==> config.mk <==
export PLATFORM = sky130hd
export DESIGN_NAME = rxadm_top
export DESIGN_NICKNAME = d
export VERILOG_FILES = /design/src/rtl/rxadm_pkg.sv /design/src/rtl/rxadm_pend_cnt.sv /design/src/rtl/rxadm_frame_ctl.sv /design/src/rtl/rxadm_ptr_latch.sv /design/src/rtl/rxadm_top.sv
export SDC_FILE = /design/constraint.sdc
export NUM_CORES = 1
export LEC_CHECK = 0
export ABC_AREA = 1
export BUFFER_PORTS_ARGS = -buffer_cell sky130_fd_sc_hd__buf_2
export CORE_MARGIN = 5
export CORE_UTILIZATION = 35
export CTS_CLUSTER_DIAMETER = 200
export DETAILED_ROUTE_END_ITERATION = 10
export PLACE_DENSITY = 0.58
export SLEW_MARGIN = 40
export SYNTH_ARGS = -nofsm -noshare
export SYNTH_HDL_FRONTEND = slang
export SYNTH_SLANG_ARGS = --single-unit
==> constraint.sdc <==
create_clock -name clk -period 3.85 [get_ports clk]
set_input_delay 0.385 -clock clk [delete_from_list [all_inputs] [get_ports clk]]
set_output_delay 0.385 -clock clk [all_outputs]
set_load 0.05 [all_outputs]
==> src/rtl/rxadm_pkg.sv <==
package rxadm_pkg;

    typedef enum logic [1:0] {
        CAUSE_NONE     = 2'd0,
        CAUSE_NO_SPACE = 2'd1,
        CAUSE_CNT_FULL = 2'd2,
        CAUSE_BW       = 2'd3
    } rx_cause_e;

    typedef struct packed {
        logic      busy;
        logic      admit;
        logic      err;
        rx_cause_e cause;
        logic      bw_flag;
    } ctl_state_t;

endpackage

==> src/rtl/rxadm_pend_cnt.sv <==
module rxadm_pend_cnt #(
    parameter int CNT_W = 8
) (
    input  logic             clk,
    input  logic             rst_n,
    input  logic             inc_i,
    input  logic             dec_i,
    output logic [CNT_W-1:0] cnt_o,
    output logic             full_o
);
    localparam logic [CNT_W-1:0] CNT_MAX = {CNT_W{1'b1}};
    localparam logic [CNT_W-1:0] CNT_ONE = {{(CNT_W-1){1'b0}}, 1'b1};

    logic [CNT_W-1:0] cnt_d, cnt_q;
    logic             do_inc, do_dec;

    always_comb begin
        // saturate at both ends: no inc at max, no dec at zero
        do_inc = inc_i && (cnt_q != CNT_MAX);
        do_dec = dec_i && (cnt_q != '0);
        cnt_d  = cnt_q;
        if (do_inc && !do_dec) begin
            cnt_d = cnt_q + CNT_ONE;
        end else if (do_dec && !do_inc) begin
            cnt_d = cnt_q - CNT_ONE;
        end
    end

    always_ff @(posedge clk) begin
        if (!rst_n) begin
            cnt_q <= '0;
        end else begin
            cnt_q <= cnt_d;
        end
    end

    assign cnt_o  = cnt_q;
    assign full_o = (cnt_q == CNT_MAX);

endmodule

==> src/rtl/rxadm_frame_ctl.sv <==
module rxadm_frame_ctl
    import rxadm_pkg::*;
(
    input  logic      clk,
    input  logic      rst_n,
    input  logic      frm_start,
    input  logic      frm_end,
    input  logic      buf_space,
    input  logic      bw_fault,
    input  logic      bw_flag_clr,
    input  logic      cnt_full,
    output logic      commit_o,
    output logic      admit_o,
    output logic      err_o,
    output rx_cause_e cause_o,
    output logic      busy_o,
    output logic      bw_flag_o
);
    ctl_state_t st_d, st_q;
    logic       commit_d;

    always_comb begin
        st_d       = st_q;
        st_d.admit = 1'b0;
        st_d.err   = 1'b0;
        commit_d   = 1'b0;

        if (bw_flag_clr) begin
            st_d.bw_flag = 1'b0;
        end

        if (st_q.busy) begin
            // a fault outranks a clean end in the same cycle
            if (bw_fault) begin
                st_d.busy    = 1'b0;
                st_d.err     = 1'b1;
                st_d.cause   = CAUSE_BW;
                st_d.bw_flag = 1'b1;
            end else if (frm_end) begin
                st_d.busy = 1'b0;
                commit_d  = 1'b1;
            end
        end else if (frm_start) begin
            if (cnt_full) begin
                st_d.err   = 1'b1;
                st_d.cause = CAUSE_CNT_FULL;
            end else if (!buf_space) begin
                st_d.err   = 1'b1;
                st_d.cause = CAUSE_NO_SPACE;
            end else begin
                st_d.busy  = 1'b1;
                st_d.admit = 1'b1;
            end
        end
    end

    always_ff @(posedge clk) begin
        if (!rst_n) begin
            st_q <= '0;
        end else begin
            st_q <= st_d;
        end
    end

    assign commit_o  = commit_d;
    assign admit_o   = st_q.admit;
    assign err_o     = st_q.err;
    assign cause_o   = st_q.cause;
    assign busy_o    = st_q.busy;
    assign bw_flag_o = st_q.bw_flag;

endmodule

==> src/rtl/rxadm_ptr_latch.sv <==
module rxadm_ptr_latch #(
    parameter int BYTE_W = 8
) (
    input  logic                clk,
    input  logic                rst_n,
    input  logic                lo_we,
    input  logic                hi_we,
    input  logic [BYTE_W-1:0]   wdata,
    output logic [2*BYTE_W-1:0] ptr_o
);
    typedef struct packed {
        logic [BYTE_W-1:0]   shadow;
        logic [2*BYTE_W-1:0] ptr;
    } ptr_state_t;

    ptr_state_t ps_d, ps_q;

    always_comb begin
        ps_d = ps_q;
        if (lo_we) begin
            ps_d.shadow = wdata;
        end
        // the high-byte write commits whatever the shadow held before this edge
        if (hi_we) begin
            ps_d.ptr = {wdata, ps_q.shadow};
        end
    end

    always_ff @(posedge clk) begin
        if (!rst_n) begin
            ps_q <= '0;
        end else begin
            ps_q <= ps_d;
        end
    end

    assign ptr_o = ps_q.ptr;

endmodule

==> src/rtl/rxadm_top.sv <==
module rxadm_top
    import rxadm_pkg::*;
#(
    parameter int CNT_W  = 8,
    parameter int BYTE_W = 8,
    localparam int PTR_W = 2 * BYTE_W
) (
    input  logic              clk,
    input  logic              rst_n,
    input  logic              frm_start,
    input  logic              frm_end,
    input  logic              buf_space,
    input  logic              bw_fault,
    input  logic              pkt_consume,
    input  logic              bw_flag_clr,
    input  logic              ptr_lo_we,
    input  logic              ptr_hi_we,
    input  logic [BYTE_W-1:0] ptr_wdata,
    output logic              frm_admit_o,
    output logic              rx_err_o,
    output logic [1:0]        err_cause_o,
    output logic              frm_busy_o,
    output logic              bw_flag_o,
    output logic [CNT_W-1:0]  pend_cnt_o,
    output logic [PTR_W-1:0]  rdptr_o
);
    logic      commit;
    logic      cnt_full;
    rx_cause_e cause;

    rxadm_frame_ctl u_ctl (
        .clk        (clk),
        .rst_n      (rst_n),
        .frm_start  (frm_start),
        .frm_end    (frm_end),
        .buf_space  (buf_space),
        .bw_fault   (bw_fault),
        .bw_flag_clr(bw_flag_clr),
        .cnt_full   (cnt_full),
        .commit_o   (commit),
        .admit_o    (frm_admit_o),
        .err_o      (rx_err_o),
        .cause_o    (cause),
        .busy_o     (frm_busy_o),
        .bw_flag_o  (bw_flag_o)
    );

    rxadm_pend_cnt #(.CNT_W(CNT_W)) u_cnt (
        .clk   (clk),
        .rst_n (rst_n),
        .inc_i (commit),
        .dec_i (pkt_consume),
        .cnt_o (pend_cnt_o),
        .full_o(cnt_full)
    );

    rxadm_ptr_latch #(.BYTE_W(BYTE_W)) u_ptr (
        .clk  (clk),
        .rst_n(rst_n),
        .lo_we(ptr_lo_we),
        .hi_we(ptr_hi_we),
        .wdata(ptr_wdata),
        .ptr_o(rdptr_o)
    );

    assign err_cause_o = cause;

endmodule

After elaboration in Yosys (flattened, before gate mapping) --
Index checks and enable logic that the tools add are counted.
Cells by class: add/subtract/negate cells 2, equality and inequality tests 4, multiplexer cells 17, bitwise logic cells 2, reductions and logical operators 11
Operators by type and width (count):
- 8-bit 2-to-1 mux | 2
- 3-bit 2-to-1 mux | 3
- 8-bit by 1-bit adder with 8-bit output (second input constant) | 1
- 8-bit == test (second input constant) | 1
- 1-bit 2-to-1 mux | 8
- 8-bit inequality test (second input constant) | 1
- 8-bit nonzero test | 1
- 8-bit by 1-bit subtractor with 8-bit output (second input constant) | 1
- 5-bit 2-to-1 mux | 1
- 1-bit logical AND | 4
- 2-bit 2-to-1 mux | 2
- 4-bit 2-to-1 mux | 1
- 2-bit nonzero test | 2
- 4-bit OR reduction | 1
- 3-bit by 1-bit inequality test with 1-bit output (second input constant) | 1
- 3-bit AND reduction | 1
- 1-bit zero test | 2
- 2-bit inequality test (second input constant) | 1
- 1-bit inverter | 2
Storage, ports and cells: flip-flop bits (word level) 38, output and inout port bits 30

Logic depth before layout (Yosys ltp) --
depth in word-level cells 8, mapped depth 16, depth with buffers taken out 16

Cells and area by module --
Synthesis repeated with hierarchy kept, for this count alone.
Second synthesis, totals: cells, all modules 296, area total of the unflattened synthesis 2023.2 sq um
Modules (own cells, without submodules):
- rxadm_ptr_latch | times used 1, cells each 159, area each 1092.3 sq um, sequential area each 480.5 sq um
- rxadm_pend_cnt | times used 1, cells each 103, area each 680.7 sq um, sequential area each 160.2 sq um
- rxadm_frame_ctl | times used 1, cells each 34, area each 250.2 sq um, sequential area each 120.1 sq um

Worst setup path before layout --
Ideal clock, no wire load.
kind reg2reg, start point reg u_cnt.cnt_q[1], in the netlist u_cnt.cnt_o[1], end point reg u_cnt.cnt_q[7], in the netlist u_cnt.cnt_o[7], arrival 2473 ps, data required time 3741 ps, path slack 1268 ps, stages on the path, launching flop included 16, period minus slack after synthesis 2582 ps, cell sequence dfxtp_1 > inv_1 > nor3_2 > nand2_1 > nand2_1 > nor2_1 > ha_1 > inv_1 > ha_1 > or2_4 > nand3_1 > nand2_1 > nand2_1 > nand3_1 > nand2_1 > inv_1
On the way: word-level cells in the longest chain between the ends 5
Ends and longest elaborated chain:
- start, declared | line rxadm_pend_cnt.sv:14 | logic [CNT_W-1:0] cnt_d, cnt_q;
- start signal, assigned | line rxadm_pend_cnt.sv:33 | cnt_q <= cnt_d;
- branches (longest 5 deep; another with 8-bit by 1-bit subtractor with 8-bit output)
Parallel ways; which one is timed is not known. The select of a mux whose other input is x is not followed. A chain may end at the register's enable or synchronous reset.

Worst setup path after layout --
start point reg u_cnt.cnt_q[3], in the netlist u_cnt.cnt_o[3], end point reg u_cnt.cnt_q[7], in the netlist u_cnt.cnt_o[7]
The elaborated chain is that of the path after synthesis.

==> impl_metrics.csv <==
group,metric,value,unit
status,status,"finished clean",
die,initial_utilization,0.362,
grt,grt_usage,0.125,
sta,timing.setup.tns,0,ns
grt,grt_pass1_wl,7240,µm
final_layout,nets,314,
job,cap_violations,0,
synth,netlist_instances,256,
clocking,cts_tree,"yes",
sta,fmaxAchievable,0.405,GHz
routing,routed_wl,4180,µm
sta,fin_crit_sh,0.641,
final_layout,synthToLayoutAreaGrowth,14.4,%
sta,tightestPinTransition,0.458,ns
routing,firstDrtPassIters,6,
routing,via_per_inst,4.55,
final_layout,drive_gt1_frac,0.215,
clocking,clkTransAtPathRegs,0.08,ns
place,place_congestion,0.868,
synth,ys_warn_count,0,
clocking,cts_root_buffer,"clkbuf_8",
worst_hold_path,hold_path.class,"in -> reg",
clocking,cts_buffer_depth,2,
critical_path,path_class,"reg -> reg",
sta,finalHoldViolCount,0,
critical_path,critical_path.max_fanout,7,
worst_hold_path,min_delay_path_depth,2,
critical_path,cp.required,4.05,ns
final_layout,antennaDiodeCount,0,
die,die_height,82.9,µm
place,dp_hpwl,3060,µm
die,boundaryPins,48,
clocking,cts_setup_buffers,0,
power,power_leakage,1.10,nW
sta,rsz0062_at_grt,"false",
die,die_area,6880,µm²
synth,seq_area_frac_synth,0.409,
synth,syn_nets,282,
routing,first_iter_violations,54,
critical_path,cp.arrival,2.66,ns
place,io_buffers,47,
routing,drtAntennaViolNets,0,
final_layout,final_common_cell,"nor2_1",
synth,avgSynthCellArea,7.27,µm²
routing,num_vias,1633,
synth,synth.cell_area,1860,µm²
die,rows,26,
clocking,cts_resized,0,
sta,slew_viol_final,0,
clocking,cts_hold_buf,0,
die,core,5140,µm²
sta,slew_headroom,0.695,
sta,final-setup-viol-count,0,
sta,min_period,2.47,ns
grt,grt_overflow,0,
power,p_per_area,585,nW/µm²
grt,antenna_found_initial,0,
clocking,clkSinkCount,38,
routing,wl_per_cell,11.6,µm
synth,ys_seq_elements,38,
synth,synth_cell_types,26,
die,die_w,82.9,µm
routing,drc_errors,0,
power,max-vdd-ir-drop,0.205,mV
grt,grt_max_degree,30,
clocking,htree_num_levels,2,
critical_path,crit_path_end_kind,"flip-flop",
clocking,clock_latency,0.29,ns
critical_path,r2r_cells,16,
grt,grt_pass1_vias,1581,
final_layout,layout_common_cells,"nor2_1 (54), buf_2 (47), dfxtp_1 (38)",
clocking,cts-buffers-inserted,5,
sta,final.setup_skew,0.00536,ns
critical_path,cp-start-kind,"flip-flop",
power,power,1.25,mW
-- through the flow --
step	cells	setup WS, ns	cell area (µm²)	hold slack, ns	utilization
4_1_cts	359	1.37	2130	0.300	0.414
6_report	359	1.38	2130	0.317	0.414
5_1_grt	359	1.13	2130	0.317	0.414
2_1_floorplan	256	1.27	1860	0.449	-
3_3_place_gp	351	1.42	2030	0.454	0.396
3_5_place_dp	351	1.39	2030	0.458	0.396
-- area by class of cell --
type	instances	area (µm²)
Clock buffer	6	82.6
Clock inverter	2	12.5
Fill cell	579	3010
Inverter	34	128
Multi-Input combinational cell	162	823
Sequential cell	38	761
Tap cell	70	87.6
Timing Repair Buffer	47	235
-- cells in the mapped netlist, drive strengths merged --
| cell type | instances | area, µm² |
|---|---|---|
| nor3 | 2 | 15.0 |
| dfxtp | 38 | 761 |
| nor2 | 54 | 203 |
| or2 | 2 | 15.0 |
| nand3 | 11 | 55.1 |
| buf | 22 | 150 |
| nand3b | 2 | 15.0 |
| nand4 | 3 | 18.8 |
| ha | 7 | 87.6 |
| xor2 | 2 | 25.0 |
| nand2 | 34 | 130 |
| fa | 1 | 20.0 |
| o21ai | 29 | 145 |
| inv | 34 | 128 |
| a31oi | 2 | 12.5 |
| o211ai | 1 | 7.51 |
| o31ai | 1 | 7.51 |
| a21oi | 11 | 66.3 |
-- state kept, by name, indices dropped and copies added, names as in the netlist --
name and count:
u_cnt.cnt_o 8, u_ptr.ps_q 8, u_ctl.bw_flag_o 1, u_ctl.cause_o 2, u_ctl.admit_o 1, u_ptr.ptr_o 16
u_ctl.err_o 1, u_ctl.busy_o 1
-- metal layers --
metal,global-route usage,vias to the layer above,routed length (µm)
met4,0.0446,0,61
met1,0.162,721,2080
li1,-,856,-
met2,0.195,50,1790
met3,0.0406,6,243
met5,0,-,0
-- worst paths after layout --
check	to	slack, ns	from
worst max-delay path	u_cnt.cnt_o[7]$_SDFFE_PN0P_	1.38	u_cnt.cnt_o[3]$_SDFFE_PN0P_
worst min-delay path	u_ctl.busy_o$_SDFF_PN0_	0.32	frm_end
worst max register to register	u_cnt.cnt_o[7]$_SDFFE_PN0P_	1.38	u_cnt.cnt_o[3]$_SDFFE_PN0P_
worst min register to register	u_ctl.bw_flag_o$_SDFF_PN0_	0.47	u_ctl.bw_flag_o$_SDFF_PN0_
-- cell families (layout without fill, tap and decap cells) --
| family | after synthesis | after routing | share of synthesized area |
|---|---|---|---|
| AOI/OAI and AO/OA | 44 | 44 | 0.128 |
| and+or+nand+nor | 108 | 108 | 0.243 |
| adders and majority gates | 8 | 8 | 0.0578 |
| DFF | 38 | 38 | 0.409 |
| xor gates and xnor gates | 2 | 2 | 0.0134 |
| buffers and inverters | 56 | 89 | 0.149 |
-- critical path, cell delays in order (launching register included) --
cell,delay (ns)
dfxtp_1,0.38
inv_1,0.08
nor3_1,0.27
nand2_1,0.11
nand2_1,0.07
nor2_1,0.04
ha_1,0.23
inv_1,0.23
ha_1,0.35
nand2_1,0.12
inv_1,0.07
a21oi_4,0.15
nand2_1,0.06
nand2_1,0.05
nand3_1,0.06
nand2_1,0.07
inv_1,0.03
-- report_power, final --
group,internal (mW),switching (mW)
combinational,0.150,0.336
clock,0.144,0.145
sequential,0.436,0.0344
Note: power is estimated with default switching activity, not from simulation.
